## src/rtl/rmwb_pkg.sv

```systemverilog
package rmwb_pkg;

  typedef enum logic [2:0] {
    ST_IDLE      = 3'd0,
    ST_RD_SETUP  = 3'd1,
    ST_RD_ACCESS = 3'd2,
    ST_WR_SETUP  = 3'd3,
    ST_WR_ACCESS = 3'd4,
    ST_DONE      = 3'd5
  } rmwb_state_e;

endpackage

```

## src/rtl/rmwb_rst_sync.sv

```systemverilog
module rmwb_rst_sync (
  input  logic clk,
  input  logic rst_n,
  output logic rst_sync_n
);

  logic [1:0] sync_q;

  // Assert asynchronously, release two clock edges later.
  always_ff @(posedge clk or negedge rst_n) begin
    if (!rst_n) begin
      sync_q <= 2'b00;
    end else begin
      sync_q <= {sync_q[0], 1'b1};
    end
  end

  assign rst_sync_n = sync_q[1];

endmodule

```

## src/rtl/rmwb_merge.sv

```systemverilog
module rmwb_merge #(
  parameter int DATA_W = 32,
  localparam int LANES = DATA_W / 8
) (
  input  logic [DATA_W-1:0] read_word,
  input  logic [DATA_W-1:0] new_word,
  input  logic [LANES-1:0]  lane_take,
  output logic [DATA_W-1:0] merged_word
);

  // Lane i covers bits [8i+7:8i]; take the new byte only where selected.
  for (genvar gl = 0; gl < LANES; gl++) begin : g_lane
    assign merged_word[8*gl +: 8] = lane_take[gl] ? new_word[8*gl +: 8]
                                                  : read_word[8*gl +: 8];
  end

endmodule

```

## src/rtl/rmwb_capture.sv

```systemverilog
module rmwb_capture #(
  parameter int ADDR_W = 12,
  parameter int DATA_W = 32,
  localparam int LANES = DATA_W / 8
) (
  input  logic              clk,
  input  logic              rst_n,
  input  logic              cap_en,
  input  logic              merge_en,
  input  logic [ADDR_W-1:0] up_addr,
  input  logic [DATA_W-1:0] up_wdata,
  input  logic [LANES-1:0]  up_strb,
  input  logic              up_write,
  input  logic [DATA_W-1:0] rd_word,
  output logic [ADDR_W-1:0] cap_addr,
  output logic [LANES-1:0]  cap_strb,
  output logic              cap_write,
  output logic [DATA_W-1:0] word_q
);

  logic [DATA_W-1:0] merged;
  logic [LANES-1:0]  take_mask;
  logic              word_en;
  logic [DATA_W-1:0] word_d;

  // On reads no lane is taken from the write data, so the merge yields the
  // read word unchanged.
  assign take_mask = cap_write ? cap_strb : '0;

  rmwb_merge #(.DATA_W(DATA_W)) u_merge (
    .read_word   (rd_word),
    .new_word    (word_q),
    .lane_take   (take_mask),
    .merged_word (merged)
  );

  assign word_en = cap_en | merge_en;
  assign word_d  = cap_en ? up_wdata : merged;

  always_ff @(posedge clk or negedge rst_n) begin
    if (!rst_n) begin
      cap_addr  <= '0;
      cap_strb  <= '0;
      cap_write <= 1'b0;
    end else if (cap_en) begin
      cap_addr  <= up_addr;
      cap_strb  <= up_strb;
      cap_write <= up_write;
    end
  end

  always_ff @(posedge clk or negedge rst_n) begin
    if (!rst_n) begin
      word_q <= '0;
    end else if (word_en) begin
      word_q <= word_d;
    end
  end

endmodule

```

## src/rtl/rmwb_fsm.sv

```systemverilog
module rmwb_fsm
  import rmwb_pkg::*;
#(
  parameter int LANES = 4
) (
  input  logic             clk,
  input  logic             rst_n,
  input  logic             up_sel,
  input  logic             up_enable,
  input  logic             up_write,
  input  logic [LANES-1:0] up_strb,
  input  logic             cap_write,
  input  logic             dn_ready,
  input  logic             dn_slverr,
  output logic             cap_en,
  output logic             merge_en,
  output logic             dn_sel,
  output logic             dn_enable,
  output logic             dn_write,
  output logic             up_ready,
  output logic             up_slverr
);

  rmwb_state_e state_q, state_d;
  logic        err_q, err_d, err_en;
  logic        strb_full, strb_none, start, dn_done;

  assign strb_full = &up_strb;
  assign strb_none = ~|up_strb;
  assign start     = (state_q == ST_IDLE) && up_sel && !up_enable;
  assign dn_done   = dn_enable && dn_ready;

  always_comb begin
    state_d = state_q;
    unique case (state_q)
      ST_IDLE: begin
        if (start) begin
          if (!up_write)      state_d = ST_RD_SETUP;
          else if (strb_full) state_d = ST_WR_SETUP;
          else if (strb_none) state_d = ST_DONE;
          else                state_d = ST_RD_SETUP;
        end
      end
      ST_RD_SETUP:  state_d = ST_RD_ACCESS;
      ST_RD_ACCESS: begin
        if (dn_ready) begin
          if (cap_write && !dn_slverr) state_d = ST_WR_SETUP;
          else                         state_d = ST_DONE;
        end
      end
      ST_WR_SETUP:  state_d = ST_WR_ACCESS;
      ST_WR_ACCESS: if (dn_ready) state_d = ST_DONE;
      ST_DONE:      state_d = ST_IDLE;
      default:      state_d = ST_IDLE;
    endcase
  end

  always_ff @(posedge clk or negedge rst_n) begin
    if (!rst_n) begin
      state_q <= ST_IDLE;
    end else begin
      state_q <= state_d;
    end
  end

  // Error flag: cleared when a transfer starts, loaded at each downstream
  // completion.
  assign err_en = start | dn_done;
  assign err_d  = start ? 1'b0 : dn_slverr;

  always_ff @(posedge clk or negedge rst_n) begin
    if (!rst_n) begin
      err_q <= 1'b0;
    end else if (err_en) begin
      err_q <= err_d;
    end
  end

  assign cap_en    = start;
  assign merge_en  = (state_q == ST_RD_ACCESS) && dn_ready;
  assign dn_sel    = (state_q == ST_RD_SETUP) || (state_q == ST_RD_ACCESS) ||
                     (state_q == ST_WR_SETUP) || (state_q == ST_WR_ACCESS);
  assign dn_enable = (state_q == ST_RD_ACCESS) || (state_q == ST_WR_ACCESS);
  assign dn_write  = (state_q == ST_WR_SETUP) || (state_q == ST_WR_ACCESS);
  assign up_ready  = (state_q == ST_DONE);
  assign up_slverr = up_ready && err_q;

endmodule

```

## src/rtl/rmwb_bridge.sv

```systemverilog
module rmwb_bridge #(
  parameter int ADDR_W = 12,
  parameter int DATA_W = 32,
  localparam int LANES = DATA_W / 8
) (
  input  logic              clk,
  input  logic              rst_n,
  input  logic              up_sel,
  input  logic              up_enable,
  input  logic              up_write,
  input  logic [ADDR_W-1:0] up_addr,
  input  logic [DATA_W-1:0] up_wdata,
  input  logic [LANES-1:0]  up_strb,
  output logic              up_ready,
  output logic [DATA_W-1:0] up_rdata,
  output logic              up_slverr,
  output logic              dn_sel,
  output logic              dn_enable,
  output logic              dn_write,
  output logic [ADDR_W-1:0] dn_addr,
  output logic [DATA_W-1:0] dn_wdata,
  input  logic              dn_ready,
  input  logic [DATA_W-1:0] dn_rdata,
  input  logic              dn_slverr
);

  logic             rst_sync_n;
  logic             cap_en, merge_en, cap_write;
  logic [LANES-1:0] cap_strb;
  logic [DATA_W-1:0] word_q;

  rmwb_rst_sync u_rst (
    .clk        (clk),
    .rst_n      (rst_n),
    .rst_sync_n (rst_sync_n)
  );

  rmwb_fsm #(.LANES(LANES)) u_fsm (
    .clk       (clk),
    .rst_n     (rst_sync_n),
    .up_sel    (up_sel),
    .up_enable (up_enable),
    .up_write  (up_write),
    .up_strb   (up_strb),
    .cap_write (cap_write),
    .dn_ready  (dn_ready),
    .dn_slverr (dn_slverr),
    .cap_en    (cap_en),
    .merge_en  (merge_en),
    .dn_sel    (dn_sel),
    .dn_enable (dn_enable),
    .dn_write  (dn_write),
    .up_ready  (up_ready),
    .up_slverr (up_slverr)
  );

  rmwb_capture #(.ADDR_W(ADDR_W), .DATA_W(DATA_W)) u_cap (
    .clk       (clk),
    .rst_n     (rst_sync_n),
    .cap_en    (cap_en),
    .merge_en  (merge_en),
    .up_addr   (up_addr),
    .up_wdata  (up_wdata),
    .up_strb   (up_strb),
    .up_write  (up_write),
    .rd_word   (dn_rdata),
    .cap_addr  (dn_addr),
    .cap_strb  (cap_strb),
    .cap_write (cap_write),
    .word_q    (word_q)
  );

  // A single word register carries the full-write data, the merged word
  // and the returned read word.
  assign dn_wdata = word_q;
  assign up_rdata = word_q;

endmodule

```

## config.mk

```make
export PLATFORM = sky130hd
export DESIGN_NAME = rmwb_bridge
export DESIGN_NICKNAME = d
export VERILOG_FILES = /design/src/rtl/rmwb_pkg.sv /design/src/rtl/rmwb_rst_sync.sv /design/src/rtl/rmwb_merge.sv /design/src/rtl/rmwb_capture.sv /design/src/rtl/rmwb_fsm.sv /design/src/rtl/rmwb_bridge.sv
export SDC_FILE = /design/constraint.sdc
export NUM_CORES = 1
export LEC_CHECK = 0
export CELL_PAD_IN_SITES_DETAIL_PLACEMENT = 1
export CELL_PAD_IN_SITES_GLOBAL_PLACEMENT = 1
export CORE_ASPECT_RATIO = 1.75
export CORE_MARGIN = 1.5
export CORE_UTILIZATION = 49
export DETAILED_ROUTE_END_ITERATION = 8
export DONT_BUFFER_PORTS = 1
export HOLD_SLACK_MARGIN = 0.08
export PLACE_DENSITY_LB_ADDON = 0.15
export SLEW_MARGIN = 20
export SYNTH_ARGS = -nofsm -noshare
export SYNTH_HDL_FRONTEND = slang
export SYNTH_SLANG_ARGS = --single-unit
```

## constraint.sdc

```tcl
create_clock -name clk -period 3.4 [get_ports clk]
set_clock_uncertainty 0.2 [all_clocks]
set_input_delay 0.34 -clock clk [delete_from_list [all_inputs] [get_ports clk]]
set_output_delay 0.34 -clock clk [all_outputs]
set_load 0.01 [all_outputs]
```

==> key figures <==
Status
  • Status: completed

Die
  • Die ar.: 0.005937 sq mm
  • IO Count: 168
  • Die height: 100.8 um
  • Row cnt: 35
  • CORE AREA: 0.005255 sq mm
  • Starting Density: 50.98%
  • DIE WIDTH: 58.89 um

Placed design
  • Area post-placement: 0.002426 sq mm
  • Pre-CTS WS: 1226 ps
  • Gpl congestion: 0.7195
  • Placed instance count: 232
  • Port buffer count: 0
  • Post-DP HPWL: 4454 um

Global route
  • First-pass GRT wire length: 10510 um
  • Grt ovf: 0
  • Vias in the first global route: 2165
  • Initial antenna violation count: 0
  • GRT Total Usage: 23.87%
  • Largest net degree at the start of global routing: 54

Synthesis
  • Top-count cell post-synth: dfrtp_1
  • Synth Instances: 222
  • Sequential area share after synthesis: 51.38%
  • Dominant cell type by area after synthesis: dfrtp_1
  • Number of synthesized flops with an enable pin: 0
  • Yosys top cell area share: 51.38%
  • Area of the mapped netlist: 0.002679 sq mm
  • YS warnings: 0
  • Asr flop ratio synth: 100.0%
  • Syn nets: 309
  • Top_reg_cell synth: dfrtp_1
  • Synth top area cells: dfrtp_1 (51%), a2bb2oi_1 (10%), buf_4 (9.5%)
  • Top post-synthesis cells by count: dfrtp_1 (55), buf_4 (34), a2bb2oi_1 (32), o22ai_1 (32), mux2_2 (17)
  • Synth Register Bits: 55
  • Syn Area/Cell: 12.07 sq um
  • Library cells used by synthesis: 33

Pwr
  • Worst IR drop on VDD: 0.0004079 V
  • Overall Power: 2.832 mW
  • Pleak: 1.270 nW
  • Pwr/cell area: 915.1 mW/mm^2

STA
  • Sum of negative setup slack: 0 ps
  • Setup violations, final: 0
  • Worst hold slack: 89.61 ps
  • Maximum clock frequency: 0.3777 GHz
  • Minimum clock period: 2647 ps
  • Worst-Margin Slew: 901.4 ps
  • Ratio of final minimum period to clock period: 77.86%
  • Slew HR: 39.91%
  • Fin. Hold Viols: 0
  • Slew Limit Fails: 0
  • Setup ws final: 752.6 ps
  • RSZ-0062 raised after global routing: no

Worst setup path
  • Slowest cell on the critical path: nand2b_2
  • Data arrival, critical path: 2660 ps
  • Worst setup SP type: flip-flop
  • Worst-path cell chain: nand2b_2 > o22ai_1 > dlygate4sd3_1 > a2bb2oi_1
  • CP Max Fanout: 36
  • CP delay by family, top: simple AND/OR/NAND/NOR gates
  • Critical path class: flip-flop to flip-flop
  • Critical path capture point type: flip-flop
  • Crit-path max cell delay: 780 ps
  • Crit path required time: 3420 ps
  • Number of buffers and inverters on the critical path: 1

Routing
  • WL met1: 2544 um
  • DR DRC count: 0
  • Iteration-0 DRC Markers: 54
  • Routed length on met3: 448 um
  • Via count: 1905
  • Met2 routed WL: 4029 um
  • Top Layer Used: met4
  • Final ANT Viol Nets: 0
  • 1st-pass router iterations: 4
  • Final WL: 7139 um
  • Routed vias/inst: 6.393
  • Wire per inst: 23.96 um

Clock tree
  • Clock sinks: 55
  • CTS clk-pin slew, worst paths: 90 ps
  • Setup Fix Bufs, Post-CTS: 0
  • Latest clock arrival within the worst-skew pair: 300 ps
  • H-Tree Depth: 2
  • CTS tree: yes
  • # resized after CTS: 0
  • CTS Buffer Depth: 2
  • Cts bufs inserted: 5
  • Root Driver: clkbuf_8

Final layout
  • Layout Utilization: 58.88%
  • Final net count: 329
  • Share of layout cells above drive strength 1: 14.81%
  • Non-filler cells, final: 298
  • Area Growth Syn to Fin: 15.51%
  • Final Instance Area: 0.003094 sq mm
  • Ant diodes: 0

Hold path
  • HP Class: input port to flip-flop

Run
  • Max-Cap Viols: 0
## where the power goes
group          internal, mW  switching [mW]
registers             0.968           0.560
logic                 0.499           0.462
clock network         0.144           0.198
total                  1.61            1.22
## worst paths after layout
path / slack [ps] / depth (start not counted) / start / endpoint
max in group asynchronous: 2230 / 2 / rst_n / u_rst.sync_q[1]$_DFF_PN0_
min in group asynchronous: 180 / 0 / u_rst.sync_q[1]$_DFF_PN0_ / u_cap.word_q[22]$_DFFE_PN0P_
worst min register to register: 180 / 0 / u_rst.sync_q[1]$_DFF_PN0_ / u_cap.word_q[22]$_DFFE_PN0P_
worst max-delay path: 750 / 4 / u_fsm.state_q[1]$_DFFE_PN0P_ / u_cap.word_q[20]$_DFFE_PN0P_
worst max register to register: 750 / 4 / u_fsm.state_q[1]$_DFFE_PN0P_ / u_cap.word_q[20]$_DFFE_PN0P_
worst min-delay path: 90 / 2 / dn_rdata[6] / u_cap.word_q[6]$_DFFE_PN0P_
## per-layer routing
layer / GRT usage [%] / vias up
met2: 44.53 / 104
met3: 5.905 / 12
li1: - / 835
met1: 24.79 / 954
met5: 0 / -
met4: 8.566 / 0
## sequential cells by signal, summed over array words and instances (netlist names)
register and count:
u_cap.cap_addr 12, u_cap.cap_strb 4, u_cap.cap_write 1, u_cap.word_q 32, u_fsm.err_q 1, u_fsm.state_q 3
u_rst.sync_q 2
## cells in the final DEF (no fill, tap or decap), drive strengths merged, types with 2 or more instances in the layout
| cell | n |
|---|---|
| nand2b | 2 |
| clkbuf | 6 |
| dlygate4sd3 | 58 |
| nand2 | 6 |
| o22ai | 32 |
| mux2 | 17 |
| nand3 | 3 |
| a21oi | 5 |
| a21o | 4 |
| a2bb2oi | 32 |
| dfrtp | 55 |
| nor2 | 4 |
| xnor2 | 2 |
## cell families after synthesis
logic type	after synthesis	synth area share, %
AOI/OAI and AO/OA	77	22.70
DFF	55	51.38
buffers and inverters	47	12.66
and+or+nand+nor	22	4.952
muxes	18	7.520
xor gates and xnor gates	2	0.6540
other	1	0.1400
## area by class of cell
type | instances | area [sq um]
Sequential cell | 55 | 1380
Multi-Input combinational cell | 120 | 968.4
Timing Repair Buffer | 59 | 588.1
Clock inverter | 2 | 12.51
Tap cell | 55 | 68.82
Fill cell | 502 | 2161
Clock buffer | 6 | 72.57
Inverter | 1 | 3.754
## timing repair
| action | in CTS | in global routing |
|---|---|---|
| endpoints found under the hold margin | 48 | 0 |
| setup endpoints to repair | 0 | 0 |
| hold buffers | 58 | 0 |
Note: power is estimated with default switching activity, not from simulation.
